### config.mk
export PLATFORM = sky130hd
export DESIGN_NAME = fa_defect_monitor
export DESIGN_NICKNAME = d
export VERILOG_FILES = /design/src/rtl/fa_defect_pkg.sv /design/src/rtl/fa_align_fsm.sv /design/src/rtl/fa_irq_regs.sv /design/src/rtl/fa_defect_monitor.sv
export SDC_FILE = /design/constraint.sdc
export NUM_CORES = 1
export LEC_CHECK = 0
export ABC_AREA = 1
export BUFFER_PORTS_ARGS = -buffer_cell sky130_fd_sc_hd__buf_2
export CORE_MARGIN = 2
export CORE_UTILIZATION = 57
export DETAILED_ROUTE_END_ITERATION = 16
export GPL_TIMING_DRIVEN = 0
export HOLD_SLACK_MARGIN = 0.03
export PLACE_DENSITY = 0.8
export SETUP_SLACK_MARGIN = 0.4
export SYNTH_ARGS = -nofsm -noshare
export SYNTH_HDL_FRONTEND = slang
export SYNTH_HIERARCHICAL = 1
export SYNTH_SLANG_ARGS = --single-unit
### constraint.sdc
create_clock -name clk -period 3.3 [get_ports clk]
set_input_delay 0.165 -clock clk [delete_from_list [all_inputs] [get_ports clk]]
set_output_delay 0.165 -clock clk [all_outputs]
set_load 0.03 [all_outputs]
### src/rtl/fa_defect_pkg.sv
package fa_defect_pkg;
    typedef enum logic [1:0] {
        ST_SEF = 2'd0,
        ST_PRE = 2'd1,
        ST_INF = 2'd2
    } fa_state_e;

    localparam int BIT_LOS = 0;
    localparam int BIT_SEF = 1;
    localparam int BIT_LOF = 2;
    localparam int EV_W    = 3;
endpackage

### src/rtl/fa_align_fsm.sv
module fa_align_fsm
    import fa_defect_pkg::*;
#(
    parameter int THR_W      = 4,
    parameter int EXIT_GOOD  = 2,
    parameter int BAD_LIMIT  = 4
) (
    input  logic             clk,
    input  logic             rst_n,
    input  logic             frame_strobe,
    input  logic             frame_ok,
    input  logic             los_in,
    input  logic [THR_W-1:0] frame_thr,
    output logic             sef,
    output logic             lof,
    output logic             los_q,
    output logic [EV_W-1:0]  ev
);
    localparam int BAD_W = $clog2(BAD_LIMIT + 1);

    typedef struct packed {
        fa_state_e        st;
        logic [THR_W-1:0] good;
        logic [BAD_W-1:0] bad;
        logic             los;
    } fsm_t;

    fsm_t r_q, r_d;
    logic [EV_W-1:0] ev_d;
    logic [THR_W:0]  good_inc;
    logic [THR_W:0]  thr_eff;
    logic [BAD_W:0]  bad_inc;

    always_comb begin
        r_d      = r_q;
        ev_d     = '0;
        good_inc = {1'b0, r_q.good} + 1'b1;
        bad_inc  = {1'b0, r_q.bad} + 1'b1;
        thr_eff  = (frame_thr == '0) ? {{THR_W{1'b0}}, 1'b1} : {1'b0, frame_thr};

        if (los_in != r_q.los) begin
            r_d.los       = los_in;
            ev_d[BIT_LOS] = 1'b1;
        end

        if (frame_strobe) begin
            unique case (r_q.st)
                ST_SEF: begin
                    if (frame_ok) begin
                        if (good_inc >= (THR_W+1)'(EXIT_GOOD)) begin
                            r_d.st        = ST_PRE;
                            r_d.good      = '0;
                            r_d.bad       = '0;
                            ev_d[BIT_SEF] = 1'b1;
                        end else begin
                            r_d.good = good_inc[THR_W-1:0];
                        end
                    end else begin
                        r_d.good = '0;
                    end
                end
                ST_PRE: begin
                    if (frame_ok) begin
                        r_d.bad = '0;
                        if (good_inc >= thr_eff) begin
                            r_d.st        = ST_INF;
                            r_d.good      = '0;
                            ev_d[BIT_LOF] = 1'b1;
                        end else begin
                            r_d.good = good_inc[THR_W-1:0];
                        end
                    end else begin
                        r_d.good = '0;
                        if (bad_inc >= (BAD_W+1)'(BAD_LIMIT)) begin
                            r_d.st        = ST_SEF;
                            r_d.bad       = '0;
                            ev_d[BIT_SEF] = 1'b1;
                        end else begin
                            r_d.bad = bad_inc[BAD_W-1:0];
                        end
                    end
                end
                default: begin
                    if (frame_ok) begin
                        r_d.bad = '0;
                    end else if (bad_inc >= (BAD_W+1)'(BAD_LIMIT)) begin
                        r_d.st        = ST_SEF;
                        r_d.bad       = '0;
                        r_d.good      = '0;
                        ev_d[BIT_SEF] = 1'b1;
                        ev_d[BIT_LOF] = 1'b1;
                    end else begin
                        r_d.bad = bad_inc[BAD_W-1:0];
                    end
                end
            endcase
        end
    end

    always_ff @(posedge clk or negedge rst_n) begin
        if (!rst_n) begin
            r_q <= '{st: ST_SEF, good: '0, bad: '0, los: 1'b0};
        end else begin
            r_q <= r_d;
        end
    end

    assign sef   = (r_q.st == ST_SEF);
    assign lof   = (r_q.st != ST_INF);
    assign los_q = r_q.los;
    assign ev    = ev_d;

    // SEF never appears without LOF
    a_r1_sef_implies_lof: assert property (@(posedge clk) disable iff (!rst_n)
        sef |-> lof);
    // no strobe, no state movement
    a_r12_hold_without_strobe: assert property (@(posedge clk) disable iff (!rst_n)
        !frame_strobe |=> $stable(r_q.st));
    // LOF clears only on a good frame
    a_r3_lof_clear_on_good: assert property (@(posedge clk) disable iff (!rst_n)
        $fell(lof) |-> $past(frame_strobe && frame_ok));
    // SEF is declared only on a bad frame
    a_r5_sef_set_on_bad: assert property (@(posedge clk) disable iff (!rst_n)
        $rose(sef) |-> $past(frame_strobe && !frame_ok));
endmodule

### src/rtl/fa_irq_regs.sv
module fa_irq_regs #(
    parameter int W = 8
) (
    input  logic         clk,
    input  logic         rst_n,
    input  logic [W-1:0] ev,
    input  logic         rd_clr,
    output logic [W-1:0] irq
);
    typedef struct packed {
        logic [W-1:0] pend;
    } irq_t;

    irq_t s_q, s_d;

    always_comb begin
        s_d      = s_q;
        s_d.pend = (rd_clr ? '0 : s_q.pend) | ev;
    end

    always_ff @(posedge clk or negedge rst_n) begin
        if (!rst_n) begin
            s_q <= '0;
        end else begin
            s_q <= s_d;
        end
    end

    assign irq = s_q.pend;

    // an event is never lost, even under a clearing read
    a_r10_event_survives: assert property (@(posedge clk) disable iff (!rst_n)
        (|ev) |=> ((irq & $past(ev)) == $past(ev)));
    // a read with no new event leaves the byte empty
    a_r9_clear_on_read: assert property (@(posedge clk) disable iff (!rst_n)
        (rd_clr && ev == '0) |=> (irq == '0));
endmodule

### src/rtl/fa_defect_monitor.sv
module fa_defect_monitor
    import fa_defect_pkg::*;
#(
    parameter int THR_W     = 4,
    parameter int EXIT_GOOD = 2,
    parameter int BAD_LIMIT = 4,
    parameter int REG_W     = 8
) (
    input  logic             clk,
    input  logic             rst_n,
    input  logic             frame_strobe,
    input  logic             frame_ok,
    input  logic             los_in,
    input  logic [THR_W-1:0] frame_thr,
    input  logic [REG_W-1:0] int_mask,
    input  logic             rd_en,
    input  logic             rd_addr,
    output logic [REG_W-1:0] rd_data,
    output logic             sef,
    output logic             lof,
    output logic             int_n
);
    logic [EV_W-1:0]  ev3;
    logic [REG_W-1:0] ev_full;
    logic [REG_W-1:0] irq;
    logic [REG_W-1:0] status;
    logic             los_q;

    fa_align_fsm #(
        .THR_W    (THR_W),
        .EXIT_GOOD(EXIT_GOOD),
        .BAD_LIMIT(BAD_LIMIT)
    ) u_fsm (
        .clk         (clk),
        .rst_n       (rst_n),
        .frame_strobe(frame_strobe),
        .frame_ok    (frame_ok),
        .los_in      (los_in),
        .frame_thr   (frame_thr),
        .sef         (sef),
        .lof         (lof),
        .los_q       (los_q),
        .ev          (ev3)
    );

    assign ev_full = {{(REG_W-EV_W){1'b0}}, ev3};

    fa_irq_regs #(.W(REG_W)) u_irq (
        .clk   (clk),
        .rst_n (rst_n),
        .ev    (ev_full),
        .rd_clr(rd_en && rd_addr),
        .irq   (irq)
    );

    always_comb begin
        status          = '0;
        status[BIT_LOS] = los_q;
        status[BIT_SEF] = sef;
        status[BIT_LOF] = lof;
        rd_data         = rd_addr ? irq : status;
    end

    assign int_n = ~|(irq & int_mask);

    // every LOF change leaves its interrupt bit pending
    a_r3_lof_change_flags: assert property (@(posedge clk) disable iff (!rst_n)
        ($past(lof) != lof) |-> irq[BIT_LOF]);
    // every SEF change leaves its interrupt bit pending
    a_r2_sef_change_flags: assert property (@(posedge clk) disable iff (!rst_n)
        ($past(sef) != sef) |-> irq[BIT_SEF]);
endmodule

==> summary.json, run 1 <==
{
  "synth_async_sr_flop_share": {"value": 1.00},
  "gp_congestion": {"value": 0.852},
  "peakVddDrop": {"value": 478, "unit": "uV"},
  "grt_util_overall": {"value": 0.236},
  "hold_path.startpoint": {"value": "los_in"},
  "ctsLongestPathBuffers": {"value": 2},
  "cts_sinks": {"value": 18},
  "slowest_stage": {"value": "dfrtp_1"},
  "setup_violations": {"value": 0},
  "cp_max_fo": {"value": 7},
  "power.share.clock": {"value": 0.158},
  "critPathMaxStageDelay": {"value": 0.51, "unit": "ns"},
  "ys_seq_elements": {"value": 18},
  "cts.htree.levels": {"value": 1},
  "final_min_period_over_clock_period": {"value": 0.668},
  "detail_route.drc_violations": {"value": 0},
  "cellInternalPower": {"value": 0.474, "unit": "mW"},
  "cts_post_setup_buffers_inserted": {"value": 0},
  "placeableCoreArea": {"value": 2150, "unit": "sq um"},
  "std_cell_rows": {"value": 17},
  "post_drt_via_cell_ratio": {"value": 4.85},
  "hold_class": {"value": "primary input to flop"},
  "insertion_delay": {"value": 0.29, "unit": "ns"},
  "power_per_cell_area": {"value": 570, "unit": "nW/um^2"},
  "start_util": {"value": 0.590},
  "post_synthesis_sequential_area_ratio": {"value": 0.355},
  "ys_types": {"value": 27},
  "worst_setup_hold_path_clk_slew": {"value": 0.10, "unit": "ns"},
  "root_buffer": {"value": "clkbuf_4"},
  "boundaryPins": {"value": 30},
  "die_area": {"value": 2620, "unit": "sq um"},
  "vias": {"value": 1227},
  "timing.rr.start": {"value": "u_fsm/r_q[4]$_DFFE_PN0P_"},
  "switching_share": {"value": 0.449},
  "global_route.overflow_total": {"value": 0},
  "totalNegativeSetupSlack": {"value": 0, "unit": "ns"},
  "synthesis.area": {"value": 1270, "unit": "sq um"},
  "maxSlewViolCount": {"value": 0},
  "final.setup_skew": {"value": 0.000742, "unit": "ns"},
  "crit_buf_inv": {"value": 3},
  "grt_max_degree": {"value": 19},
  "drt_iter0_drc": {"value": 23},
  "detailed_place.area": {"value": 1460, "unit": "sq um"},
  "sequentialPowerShare": {"value": 0.368},
  "antenna_left": {"value": 0},
  "cts_repair_resize_count": {"value": 0},
  "ys_warn_count": {"value": 6},
  "grt_setup_unrepaired": {"value": "false"},
  "total_power": {"value": 0.861, "unit": "mW"},
  "whs_endpoint": {"value": "u_fsm/los_q$_DFFE_PN0P_"},
  "synthesis.instances": {"value": 187},
  "final_layout_size_suffix_gt1_frac": {"value": 0.231},
  "tritoncts": {"value": "yes"},
  "first_global_vias": {"value": 1162},
  "layout.nets": {"value": 252},
  "synth_edf_count": {"value": 0},
  "timing.max_cap.violations": {"value": 0},
  "syn_avg_cell_area": {"value": 6.78, "unit": "sq um"},
  "outcome": {"value": "completed"},
  "grt_pass1_wl": {"value": 4650, "unit": "um"},
  "timing_worst_setup_path_type": {"value": "flop to flop"},
  "critical_path_start_type": {"value": "flop"},
  "maximum_clock_frequency": {"value": 454, "unit": "MHz"},
  "post_drt_wl_per_cell": {"value": 10.1, "unit": "um"},
  "setup_slack_on_the_worst_flop_to_flop_path": {"value": 1.10, "unit": "ns"},
  "io_buffer_count": {"value": 29},
  "worstPathRequired": {"value": 3.49, "unit": "ns"},
  "flow.area_growth_from_synthesis": {"value": 19.1, "unit": "%"},
  "min_path_cells": {"value": 2},
  "fp.dieW": {"value": 51.2, "unit": "um"},
  "cts-hold-fix-buffers": {"value": 1},
  "time_the_final_worst_path_needs_with_i_o_delays_and_setup": {"value": 2.20, "unit": "ns"},
  "drt-total-wl": {"value": 2560, "unit": "um"},
  "count_of_antenna_diodes_in_the_layout": {"value": 0},
  "drt_pre_antenna_iters": {"value": 4},
  "timing.rr.end": {"value": "u_irq/irq[2]$_DFF_PN0_"},
  "die_h": {"value": 51.2, "unit": "um"},
  "combinationalPowerShare": {"value": 0.473},
  "total_switching_power": {"value": 0.387, "unit": "mW"},
  "most_used_cells_in_the_layout_excluding_fill_and_tap_cells": {"value": "nand2_1 (68), inv_1 (39), buf_2 (29)"},
  "cellLeakagePower": {"value": 0.920, "unit": "nW"},
  "setup.worst_path.end_class": {"value": "flop"},
  "arrival": {"value": 2.40, "unit": "ns"},
  "layout_commonest_cell": {"value": "nand2_1"},
  "timing.final.hold_violations": {"value": 0},
  "final_instance_area": {"value": 1510, "unit": "sq um"},
  "reg2regPathDepth": {"value": 15},
  "critical_path.cell_chain": {"value": "ha_1 > inv_1 > nand2_1 > nand2_1 > ha_1 > nand2_1 > nand2_1 > nand3_1 > nand2_1 > inv_2 > nand4_2 > nand3_1 > nand2_1 > inv_1 > nand2_1"},
  "initial_antenna_violation_count": {"value": 0},
  "path_delay_family": {"value": "simple AND/OR/NAND/NOR gates"},
  "detailedPlacementHpwl": {"value": 2090, "unit": "um"},
  "cts_inserted_buffers": {"value": 3},
  "ys_dominant_reg_cell": {"value": "dfrtp_1"},
  "critical_path.most_common_cell": {"value": "nand2_1"}
}
-- stage by stage --
stage | setup slack [ns] | cells | util | hold slack [ns]
6_report | 1.10 | 253 | 0.702 | 0.0691
3_3_place_gp | 1.16 | 248 | 0.681 | 0.114
5_1_grt | 0.859 | 253 | 0.702 | 0.0840
2_1_floorplan | 1.37 | 191 | - | -0.131
4_1_cts | 1.09 | 253 | 0.702 | 0.0649
3_5_place_dp | 1.11 | 248 | 0.681 | 0.121
-- cells in the mapped netlist, types with 3 or more instances --
master,count,area share
inv_1,39,0.12
nand2_1,68,0.20
nand4_1,6,0.030
o22ai_1,3,0.015
nor2_1,9,0.027
ha_1,7,0.069
inv_2,7,0.021
dfrtp_1,18,0.36
nand3_1,8,0.032
-- kinds of logic (layout without fill, tap and decap cells) --
| group | Yosys count | in the layout | synth area share |
|---|---|---|---|
| AND/OR/NAND/NOR | 101 | 101 | 0.360 |
| buffers and inverters | 48 | 82 | 0.148 |
| flip-flops | 18 | 18 | 0.355 |
| XOR/XNOR | 1 | 1 | 0.00691 |
| other | 1 | 5 | 0.00296 |
| AO/OA/AOI/OAI | 11 | 11 | 0.0573 |
| adder cells (fa/ha/maj) | 7 | 7 | 0.0691 |
-- worst reg2reg max path: cells and delay by family (launching register included) --
family,cells,cell delay (ns)
buf+inv,3,0.15
flops,1,0.51
fa+ha+maj,2,0.60
simple gates,10,0.86
-- power by group through the flow --
stage	Combinational, mW	Clock [mW]	Sequential, mW
after global placement	0.394	0	0.317
final	0.407	0.136	0.317
after floorplan	0.321	0	0.307
after CTS	0.410	0.142	0.317
after global routing	0.459	0.149	0.323
after detailed placement	0.408	0	0.322
-- routing by layer --
layer | global-route usage | part of all wire
met4 | 0.0766 | 0.011
met5 | 0 | 0
met1 | 0.278 | 0.43
met2 | 0.433 | 0.51
met3 | 0.0351 | 0.041
-- state kept, by name, indices dropped and copies added, names as in the netlist --
| signal | flops |
|---|---|
| u_fsm/los_q | 1 |
| u_fsm/r_q | 9 |
| u_irq/irq | 8 |
-- final cells by class --
cell class,count,area [sq um]
Buffer,2,15.0
Clock buffer,4,36.3
Fill cell,197,639
Inverter,46,173
Multi-Input combinational cell,125,644
Sequential cell,18,450
Tap cell,28,35.0
Timing Repair Buffer,30,155
-- worst max path at each step --
stage	startpoint	to	depth (start not counted)
after floorplan	u_fsm/r_q[4]$_DFFE_PN0P_	u_irq/irq[2]$_DFF_PN0_	15
after global placement	u_fsm/r_q[4]$_DFFE_PN0P_	u_irq/irq[2]$_DFF_PN0_	15
after detailed placement	u_fsm/r_q[4]$_DFFE_PN0P_	u_irq/irq[2]$_DFF_PN0_	15
after CTS	u_fsm/r_q[4]$_DFFE_PN0P_	u_irq/irq[2]$_DFF_PN0_	15
after global routing	u_fsm/r_q[4]$_DFFE_PN0P_	u_irq/irq[2]$_DFF_PN0_	15
final	u_fsm/r_q[4]$_DFFE_PN0P_	u_irq/irq[2]$_DFF_PN0_	15
No activity file was read; power rests on OpenSTA's default activity.
==> inputs of run 2 (changes only) <==
--- a/config.mk
+++ b/config.mk
@@ -5,14 +5,14 @@
 export SDC_FILE = /design/constraint.sdc
 export NUM_CORES = 1
 export LEC_CHECK = 0
-export ABC_AREA = 1
+export ABC_AREA = 0
 export BUFFER_PORTS_ARGS = -buffer_cell sky130_fd_sc_hd__buf_2
 export CORE_MARGIN = 2
-export CORE_UTILIZATION = 57
+export CORE_UTILIZATION = 52
 export DETAILED_ROUTE_END_ITERATION = 16
 export GPL_TIMING_DRIVEN = 0
 export HOLD_SLACK_MARGIN = 0.03
-export PLACE_DENSITY = 0.8
+export PLACE_DENSITY = 0.74
 export SETUP_SLACK_MARGIN = 0.4
 export SYNTH_ARGS = -nofsm -noshare
 export SYNTH_HDL_FRONTEND = slang
==> constraint.sdc (replaced) <==
create_clock -name clk -period 2.1 [get_ports clk]
set_input_delay 0.105 -clock clk [delete_from_list [all_inputs] [get_ports clk]]
set_output_delay 0.105 -clock clk [all_outputs]
set_load 0.03 [all_outputs]
==> summary.json, run 2 <==
{
  "grt_util_overall": {"value": 0.220, "change": "-0.0157"},
  "power_per_cell_area": {"value": 976, "unit": "nW/um^2", "change": "+71%"},
  "ys_warn_count": {"value": 6, "change": "unchanged"},
  "muxShareOfSynthArea": {"value": 0.0465, "change": "+0.0465"},
  "first_global_vias": {"value": 1056, "change": "-9.1%"},
  "detailedPlacementHpwl": {"value": 1940, "unit": "um", "change": "-7.4%"},
  "total_power": {"value": 1.54, "unit": "mW", "change": "+79%"},
  "die_h": {"value": 51.7, "unit": "um", "change": "+1.1%"},
  "synth_top_cells_by_area": {"value": "dfrtp_1 (38%), ha_1 (7.4%), a21o_1 (5.1%)"},
  "placement.setup.worst_slack": {"value": 0.139, "unit": "ns", "change": "-0.971 ns"},
  "synthesis.instances": {"value": 121, "change": "-35%"},
  "time_the_final_worst_path_needs_with_i_o_delays_and_setup": {"value": 1.95, "unit": "ns", "change": "-0.257 ns"},
  "drt_iter0_drc": {"value": 20, "change": "-13%"},
  "root_buffer": {"value": "clkbuf_4"},
  "synth.top_cell.area_share": {"value": 0.381, "change": "+0.0252"},
  "post-synth-top-count-cell": {"value": "dfrtp_1"},
  "ys_dominant_reg_cell": {"value": "dfrtp_1"},
  "cellLeakagePower": {"value": 0.772, "unit": "nW", "change": "-16%"},
  "grt_pass1_wl": {"value": 4350, "unit": "um", "change": "-6.4%"},
  "setup.worst_path.end_class": {"value": "flop"},
  "gp_congestion": {"value": 0.773, "change": "-9.2%"},
  "layout.nets": {"value": 194, "change": "-23%"},
  "layout_commonest_cell": {"value": "buf_2"},
  "synthesized_area_fraction_occupied_by_and_or_nand_nor_cells": {"value": 0.170, "change": "-0.190"},
  "setup_slack_on_the_worst_flop_to_flop_path": {"value": 0.15, "unit": "ns", "change": "-0.94 ns"},
  "start_util": {"value": 0.540, "change": "-0.0497"},
  "ys_seq_elements": {"value": 18, "change": "unchanged"},
  "critical_path_start_type": {"value": "flop"},
  "ys_types": {"value": 41, "change": "+52%"},
  "final_min_period_over_clock_period": {"value": 0.927, "change": "+0.259"},
  "critical_path.cell_chain": {"value": "ha_4 > xor2_1 > ha_1 > o21ai_2 > o211a_1 > buf_4 > o31ai_4 > o21ai_1"},
  "most_used_cells_in_the_layout_excluding_fill_and_tap_cells": {"value": "buf_2 (28), dfrtp_1 (15), nand2_1 (10)"},
  "final.setup_skew": {"value": 0.00225, "unit": "ns", "change": "+0.00151 ns"},
  "tritoncts": {"value": "yes"},
  "wirelength_met1": {"value": 1170, "unit": "um", "change": "+4.9%"},
  "synth_top_family_by_area": {"value": "compound AO/OA/AOI/OAI gates"},
  "synth_commonest_cells": {"value": "dfrtp_1 (18), nand2_1 (10), inv_1 (9), a21o_1 (8)"},
  "final_layout_size_suffix_gt1_frac": {"value": 0.431, "change": "+0.200"},
  "post_drt_wl_per_cell": {"value": 13.4, "unit": "um", "change": "+33%"},
  "final_instance_area": {"value": 1570, "unit": "sq um", "change": "+4.3%"},
  "timing.final.hold_violations": {"value": 0, "change": "unchanged"},
  "fp.dieW": {"value": 51.7, "unit": "um", "change": "+1.1%"},
  "antenna_left": {"value": 0, "change": "unchanged"},
  "synthesis.area": {"value": 1180, "unit": "sq um", "change": "-6.6%"},
  "drt_pre_antenna_iters": {"value": 4, "change": "unchanged"},
  "initial_antenna_violation_count": {"value": 0, "change": "unchanged"},
  "synth_fa_ha_area_frac": {"value": 0.0740, "change": "+0.00489"},
  "maxSlewViolCount": {"value": 0, "change": "unchanged"},
  "maximum_clock_frequency": {"value": 513, "unit": "MHz", "change": "+13%"},
  "syn_avg_cell_area": {"value": 9.78, "unit": "sq um", "change": "+44%"},
  "synth_async_sr_flop_share": {"value": 1.00, "change": "unchanged"},
  "count_of_antenna_diodes_in_the_layout": {"value": 0, "change": "unchanged"},
  "cts_inserted_buffers": {"value": 3, "change": "unchanged"},
  "peakVddDrop": {"value": 758, "unit": "uV", "change": "+59%"},
  "met3_length": {"value": 116, "unit": "um", "change": "+12%"},
  "largest_register_ff_count": {"value": 9, "change": "unchanged"},
  "post_synthesis_sequential_area_ratio": {"value": 0.381, "change": "+0.0252"},
  "routed.top_layer": {"value": "met4"},
  "grt_max_degree": {"value": 19, "change": "unchanged"},
  "outcome": {"value": "completed"},
  "insertion_delay": {"value": 0.30, "unit": "ns", "change": "about the same"},
  "std_cell_rows": {"value": 17, "change": "unchanged"},
  "grt_setup_unrepaired": {"value": "true"},
  "detail_route.drc_violations": {"value": 0, "change": "unchanged"},
  "global_route.overflow_total": {"value": 0, "change": "unchanged"},
  "drt-total-wl": {"value": 2620, "unit": "um", "change": "+2.3%"},
  "vias": {"value": 1053, "change": "-14%"},
  "timing.max_cap.violations": {"value": 0, "change": "unchanged"},
  "final_critical_path_setup_slack": {"value": 0.152, "unit": "ns", "change": "-0.943 ns"},
  "die_area": {"value": 2670, "unit": "sq um", "change": "+2.2%"},
  "cts_sinks": {"value": 18, "change": "unchanged"},
  "arrival": {"value": 2.13, "unit": "ns", "change": "-0.27 ns"},
  "hold_class": {"value": "primary input to flop"},
  "boundaryPins": {"value": 30, "change": "unchanged"},
  "io_buffer_count": {"value": 28, "change": "-3.4%"},
  "totalNegativeSetupSlack": {"value": 0, "unit": "ns", "change": "unchanged"},
  "cp_max_fo": {"value": 5, "change": "-2"},
  "complex_gate_fraction_of_the_synthesized_area": {"value": 0.259, "change": "+0.202"},
  "timing_worst_setup_path_type": {"value": "flop to flop"},
  "critPathMaxStageDelay": {"value": 0.48, "unit": "ns", "change": "-0.03 ns"},
  "slowest_stage": {"value": "dfrtp_2"},
  "flow.area_growth_from_synthesis": {"value": 33.0, "unit": "%"},
  "placeableCoreArea": {"value": 2190, "unit": "sq um", "change": "+2.0%"},
  "registers.top_by_ff_count": {"value": "u_fsm/r_q"},
  "detailed_place.area": {"value": 1420, "unit": "sq um", "change": "-3.1%"},
  "worstPathRequired": {"value": 2.29, "unit": "ns", "change": "-1.20 ns"},
  "worst_setup_hold_path_clk_slew": {"value": 0.10, "unit": "ns", "change": "about the same"},
  "synth_area_leader_cell": {"value": "dfrtp_1"},
  "post_drt_via_cell_ratio": {"value": 5.40, "change": "+11%"},
  "yosys.area_share.xor_xnor": {"value": 0.0222, "change": "+0.0153"},
  "synth_edf_count": {"value": 0, "change": "unchanged"},
  "ctsLongestPathBuffers": {"value": 2, "change": "unchanged"},
  "cts.htree.levels": {"value": 1, "change": "unchanged"},
  "met2_length": {"value": 1320, "unit": "um", "change": "+0.46%"},
  "setup_violations": {"value": 0, "change": "unchanged"}
}
run 2: worst max-delay path, delay by kind of cell, from the launching register on:
kind | cells | cell delay (ns)
XOR/XNOR | 1 | 0.14
AO/OA/AOI/OAI | 4 | 0.57
adder cells (fa/ha/maj) | 2 | 0.48
buffers and inverters | 1 | 0.16
flip-flops | 1 | 0.48
run 2: final timing paths:
| kind | from | to | depth (start not counted) |
|---|---|---|---|
| max in group asynchronous | rst_n | u_fsm/r_q[6]$_DFFE_PN0P_ | 2 |
| max reg2reg | u_fsm/r_q[4]$_DFFE_PN0P_ | u_fsm/r_q[8]$_DFFE_PN0P_ | 8 |
| min in group asynchronous | rst_n | u_irq/irq[4]$_DFF_PN0_ | 2 |
| min | frame_ok | u_fsm/r_q[2]$_DFFE_PN0P_ | 2 |
| min reg2reg | u_irq/irq[6]$_DFF_PN0_ | u_irq/irq[6]$_DFF_PN0_ | 1 |
| max | u_fsm/r_q[4]$_DFFE_PN0P_ | u_fsm/r_q[8]$_DFFE_PN0P_ | 8 |
run 2: stage by stage:
stage | hold slack (ns) | instances | util
after floorplan | -0.191 | 125 | -
after global placement | 0.0565 | 181 | 0.647
after detailed placement | 0.0568 | 181 | 0.647
after CTS | 0.114 | 195 | 0.708
after global routing | 0.114 | 195 | 0.718
final | 0.128 | 195 | 0.718
run 2: logic make-up after synthesis:
family / count (synthesis)
other cells: 1
flops: 18
xor+xnor: 3
mux: 4
compound gates: 39
fa+ha+maj: 7
simple gates: 37
buf+inv: 12
run 2: power by group:
group / switching (mW) / internal (mW) / leakage [nW]
Sequential: 0.119 / 0.417 / 0.213
Combinational: 0.433 / 0.356 / 0.538
Clock: 0.105 / 0.106 / 0.0210
run 2: per-layer routing:
layer | vias to the layer above | GRT usage
li1 | 521 | -
met3 | 2 | 0.0603
met2 | 29 | 0.400
met4 | 0 | 0.0395
met5 | - | 0
met1 | 501 | 0.260
run 2: area by class of cell:
type,instances,area (sq um)
inverters,10,37.5
fillers,164,617
multi-input cells,95,772
plain buffers,2,15.0
clock buffers,4,36.3
flip-flops and latches,18,454
repair buffers,38,224
well taps,28,35.0
run 2: repair_timing:
item / CTS / global route
setup endpoints to repair: 8 / 11
hold buffers: 2 / 0
buffers inserted: 8 / 0
pin swaps: 8 / 4
hold endpoints to repair: 19 / 0
gates resized for setup: 4 / 6
==> inputs of run 3 (changes only) <==
--- a/config.mk
+++ b/config.mk
@@ -13,7 +13,7 @@
 export GPL_TIMING_DRIVEN = 0
 export HOLD_SLACK_MARGIN = 0.03
 export PLACE_DENSITY = 0.74
-export SETUP_SLACK_MARGIN = 0.4
+export SETUP_SLACK_MARGIN = 0.05
 export SYNTH_ARGS = -nofsm -noshare
 export SYNTH_HDL_FRONTEND = slang
 export SYNTH_HIERARCHICAL = 1
==> summary.json, run 3 (synthesized netlist as in run 2, its figures left out) <==
{
  "boundaryPins": {"value": 30, "change": "unchanged"},
  "gp_congestion": {"value": 0.860, "change": "+11%"},
  "die_area": {"value": 2670, "unit": "sq um", "change": "unchanged"},
  "ctsLongestPathBuffers": {"value": 2, "change": "unchanged"},
  "cp-startpoint": {"value": "u_fsm/r_q[4]$_DFFE_PN0P_"},
  "std_cell_rows": {"value": 17, "change": "unchanged"},
  "cellInternalPower": {"value": 0.771, "unit": "mW", "change": "-12%"},
  "final.setup_skew": {"value": 0.00199, "unit": "ns", "change": "-0.000265 ns"},
  "maxSlewViolCount": {"value": 0, "change": "unchanged"},
  "antenna_left": {"value": 0, "change": "unchanged"},
  "critical_path_start_type": {"value": "flop"},
  "timing.max_cap.violations": {"value": 0, "change": "unchanged"},
  "final_min_period_over_clock_period": {"value": 0.940, "change": "+0.0126"},
  "max_slew_margin": {"value": 0.614},
  "power.share.clock": {"value": 0.123, "change": "-0.014"},
  "switching_share": {"value": 0.437, "change": "+0.00915"},
  "drt_iter0_drc": {"value": 30, "change": "+50%"},
  "grt_setup_unrepaired": {"value": "true"},
  "combinationalPowerShare": {"value": 0.501, "change": "-0.013"},
  "setup_violations": {"value": 0, "change": "unchanged"},
  "final_instance_area": {"value": 1460, "unit": "sq um", "change": "-7.5%"},
  "outcome": {"value": "completed"},
  "root_buffer": {"value": "clkbuf_4"},
  "initial_antenna_violation_count": {"value": 0, "change": "unchanged"},
  "layout.nets": {"value": 189, "change": "-2.6%"},
  "total_switching_power": {"value": 0.598, "unit": "mW", "change": "-8.9%"},
  "global_route.overflow_total": {"value": 0, "change": "unchanged"},
  "worst_setup_hold_path_clk_slew": {"value": 0.10, "unit": "ns", "change": "about the same"},
  "post_drt_wl_per_cell": {"value": 13.4, "unit": "um", "change": "about the same"},
  "setup.worst_path.end_class": {"value": "flop"},
  "registers.top_by_ff_count": {"value": "u_fsm/r_q"},
  "cts.htree.levels": {"value": 1, "change": "unchanged"},
  "insertion_delay": {"value": 0.29, "unit": "ns", "change": "about the same"},
  "tritoncts": {"value": "yes"},
  "final_layout_size_suffix_gt1_frac": {"value": 0.360, "change": "-0.0709"},
  "grt_max_degree": {"value": 19, "change": "unchanged"},
  "sequentialPowerShare": {"value": 0.375, "change": "+0.026"},
  "power_per_cell_area": {"value": 940, "unit": "nW/um^2", "change": "-3.6%"},
  "maximum_clock_frequency": {"value": 507, "unit": "MHz", "change": "-1.3%"},
  "grt_pass1_wl": {"value": 4030, "unit": "um", "change": "-7.4%"},
  "post_drt_via_cell_ratio": {"value": 5.48, "change": "+1.5%"},
  "cellLeakagePower": {"value": 0.737, "unit": "nW", "change": "-4.5%"},
  "timing.rr.start": {"value": "u_fsm/r_q[4]$_DFFE_PN0P_"},
  "flow.area_growth_from_synthesis": {"value": 23.0, "unit": "%"},
  "cp_max_fo": {"value": 5, "change": "unchanged"},
  "hold_path.startpoint": {"value": "frame_ok"},
  "cts_sinks": {"value": 18, "change": "unchanged"},
  "placeableCoreArea": {"value": 2190, "unit": "sq um", "change": "unchanged"},
  "detailedPlacementHpwl": {"value": 1920, "unit": "um", "change": "-1.2%"},
  "cts_inserted_buffers": {"value": 3, "change": "unchanged"},
  "vias": {"value": 1036, "change": "-1.6%"},
  "start_util": {"value": 0.540, "change": "unchanged"},
  "drt-total-wl": {"value": 2540, "unit": "um", "change": "-3.1%"},
  "fp.dieW": {"value": 51.7, "unit": "um", "change": "unchanged"},
  "reg2regPathDepth": {"value": 7, "change": "-1"},
  "final_critical_path_setup_slack": {"value": 0.126, "unit": "ns", "change": "-0.0266 ns"},
  "worstPathRequired": {"value": 2.28, "unit": "ns", "change": "about the same"},
  "peakVddDrop": {"value": 519, "unit": "uV", "change": "-32%"},
  "min_path_cells": {"value": 2, "change": "unchanged"},
  "grt_util_overall": {"value": 0.199, "change": "-0.0205"},
  "most_used_cells_in_the_layout_excluding_fill_and_tap_cells": {"value": "buf_2 (28), dfrtp_1 (16), nand2_1 (10)"},
  "detailed_place.area": {"value": 1370, "unit": "sq um", "change": "-3.1%"},
  "count_of_antenna_diodes_in_the_layout": {"value": 0, "change": "unchanged"},
  "largest_register_ff_count": {"value": 9, "change": "unchanged"},
  "io_buffer_count": {"value": 28, "change": "unchanged"},
  "die_h": {"value": 51.7, "unit": "um", "change": "unchanged"},
  "layout_commonest_cell": {"value": "buf_2"},
  "hold_class": {"value": "primary input to flop"},
  "worst_pin_slew": {"value": 0.573, "unit": "ns"},
  "timing.final.hold_violations": {"value": 0, "change": "unchanged"},
  "first_global_vias": {"value": 968, "change": "-8.3%"},
  "placement.setup.worst_slack": {"value": -0.124, "unit": "ns", "change": "-0.263 ns"},
  "time_the_final_worst_path_needs_with_i_o_delays_and_setup": {"value": 1.97, "unit": "ns", "change": "+0.0266 ns"},
  "drt_pre_antenna_iters": {"value": 4, "change": "unchanged"},
  "n_fill_cell": {"value": 177, "change": "+7.9%"},
  "detail_route.drc_violations": {"value": 0, "change": "unchanged"},
  "timing_worst_setup_path_type": {"value": "flop to flop"},
  "arrival": {"value": 2.16, "unit": "ns", "change": "+0.03 ns"}
}
[run 3: cell types whose count changed in the layout (fill, tap and decap cells not counted), moves of 2 or more]
cell   before  now
ha_1        4    6
buf_4       7    3
inv_1       7    9
inv_2       3    1
ha_4        3    0
[run 3: cell type report]
class                      instances  area (sq um)  area share
clock buffer                       3          22.5      0.0155
timing repair buffer              33           183       0.125
buffer                             2          15.0      0.0103
tap                               28          35.0      0.0241
inverter                          10          37.5      0.0258
multi-input combinational         95           711       0.488
sequential                        18           453       0.311
[run 3: timing repair]
item                                    in CTS  in global routing
pin swaps                                    1                  0
resized for setup                            3                  3
endpoints found under the setup margin       3                  6
buffers inserted                             1                  2
hold endpoints to repair                    19                  0
cloned                                       0                  0
hold buffers                                 2                  0
[run 3: metal layers]
metal,share of wire,track usage,vias to the layer above
met5,0,0,-
met4,0.0063,0.0526,0
met3,0.058,0.0172,2
met2,0.51,0.393,37
met1,0.43,0.226,488
li1,-,-,509
[run 3: final timing paths]
path / slack, ns / to
max in group asynchronous: 1.52 / u_fsm/r_q[4]$_DFFE_PN0P_
setup / recovery: 0.13 / u_fsm/r_q[7]$_DFFE_PN0P_
hold reg to reg: 0.51 / u_irq/irq[3]$_DFF_PN0_
min in group asynchronous: 0.27 / u_irq/irq[6]$_DFF_PN0_
setup reg to reg: 0.13 / u_fsm/r_q[7]$_DFFE_PN0P_
hold / removal: 0.11 / u_fsm/r_q[2]$_DFFE_PN0P_
[run 3: worst max-delay path, cell delays in order (launching register included)]
cell and delay, ns:
dfrtp_2 0.45, ha_2 0.23, xor2_1 0.15, ha_1 0.29
o21ai_1 0.07, o211a_1 0.27, buf_4 0.16, a32o_1 0.25
[run 3: power groups by stage]
stage,clock [mW],combinational [mW],sequential (mW)
3_5_place_dp,0,0.625,0.520
3_3_place_gp,0,0.595,0.513
4_1_cts,0.173,0.653,0.520
2_1_floorplan,0,0.479,0.493
5_1_grt,0.184,0.751,0.527
6_report,0.169,0.686,0.514
[run 3: stage by stage]
| stage | instances | power (mW) | utilization | hold WS (ns) | setup TNS [ns] |
|---|---|---|---|---|---|
| 5_1_grt | 189 | 1.46 | 0.665 | 0.128 | 0 |
| 4_1_cts | 187 | 1.35 | 0.656 | 0.109 | 0 |
| 6_report | 189 | 1.37 | 0.665 | 0.111 | 0 |
| 3_3_place_gp | 181 | 1.11 | 0.627 | 0.0587 | 0 |
| 2_1_floorplan | 125 | 0.971 | - | -0.191 | 0 |
| 3_5_place_dp | 181 | 1.14 | 0.627 | 0.0632 | -0.124 |
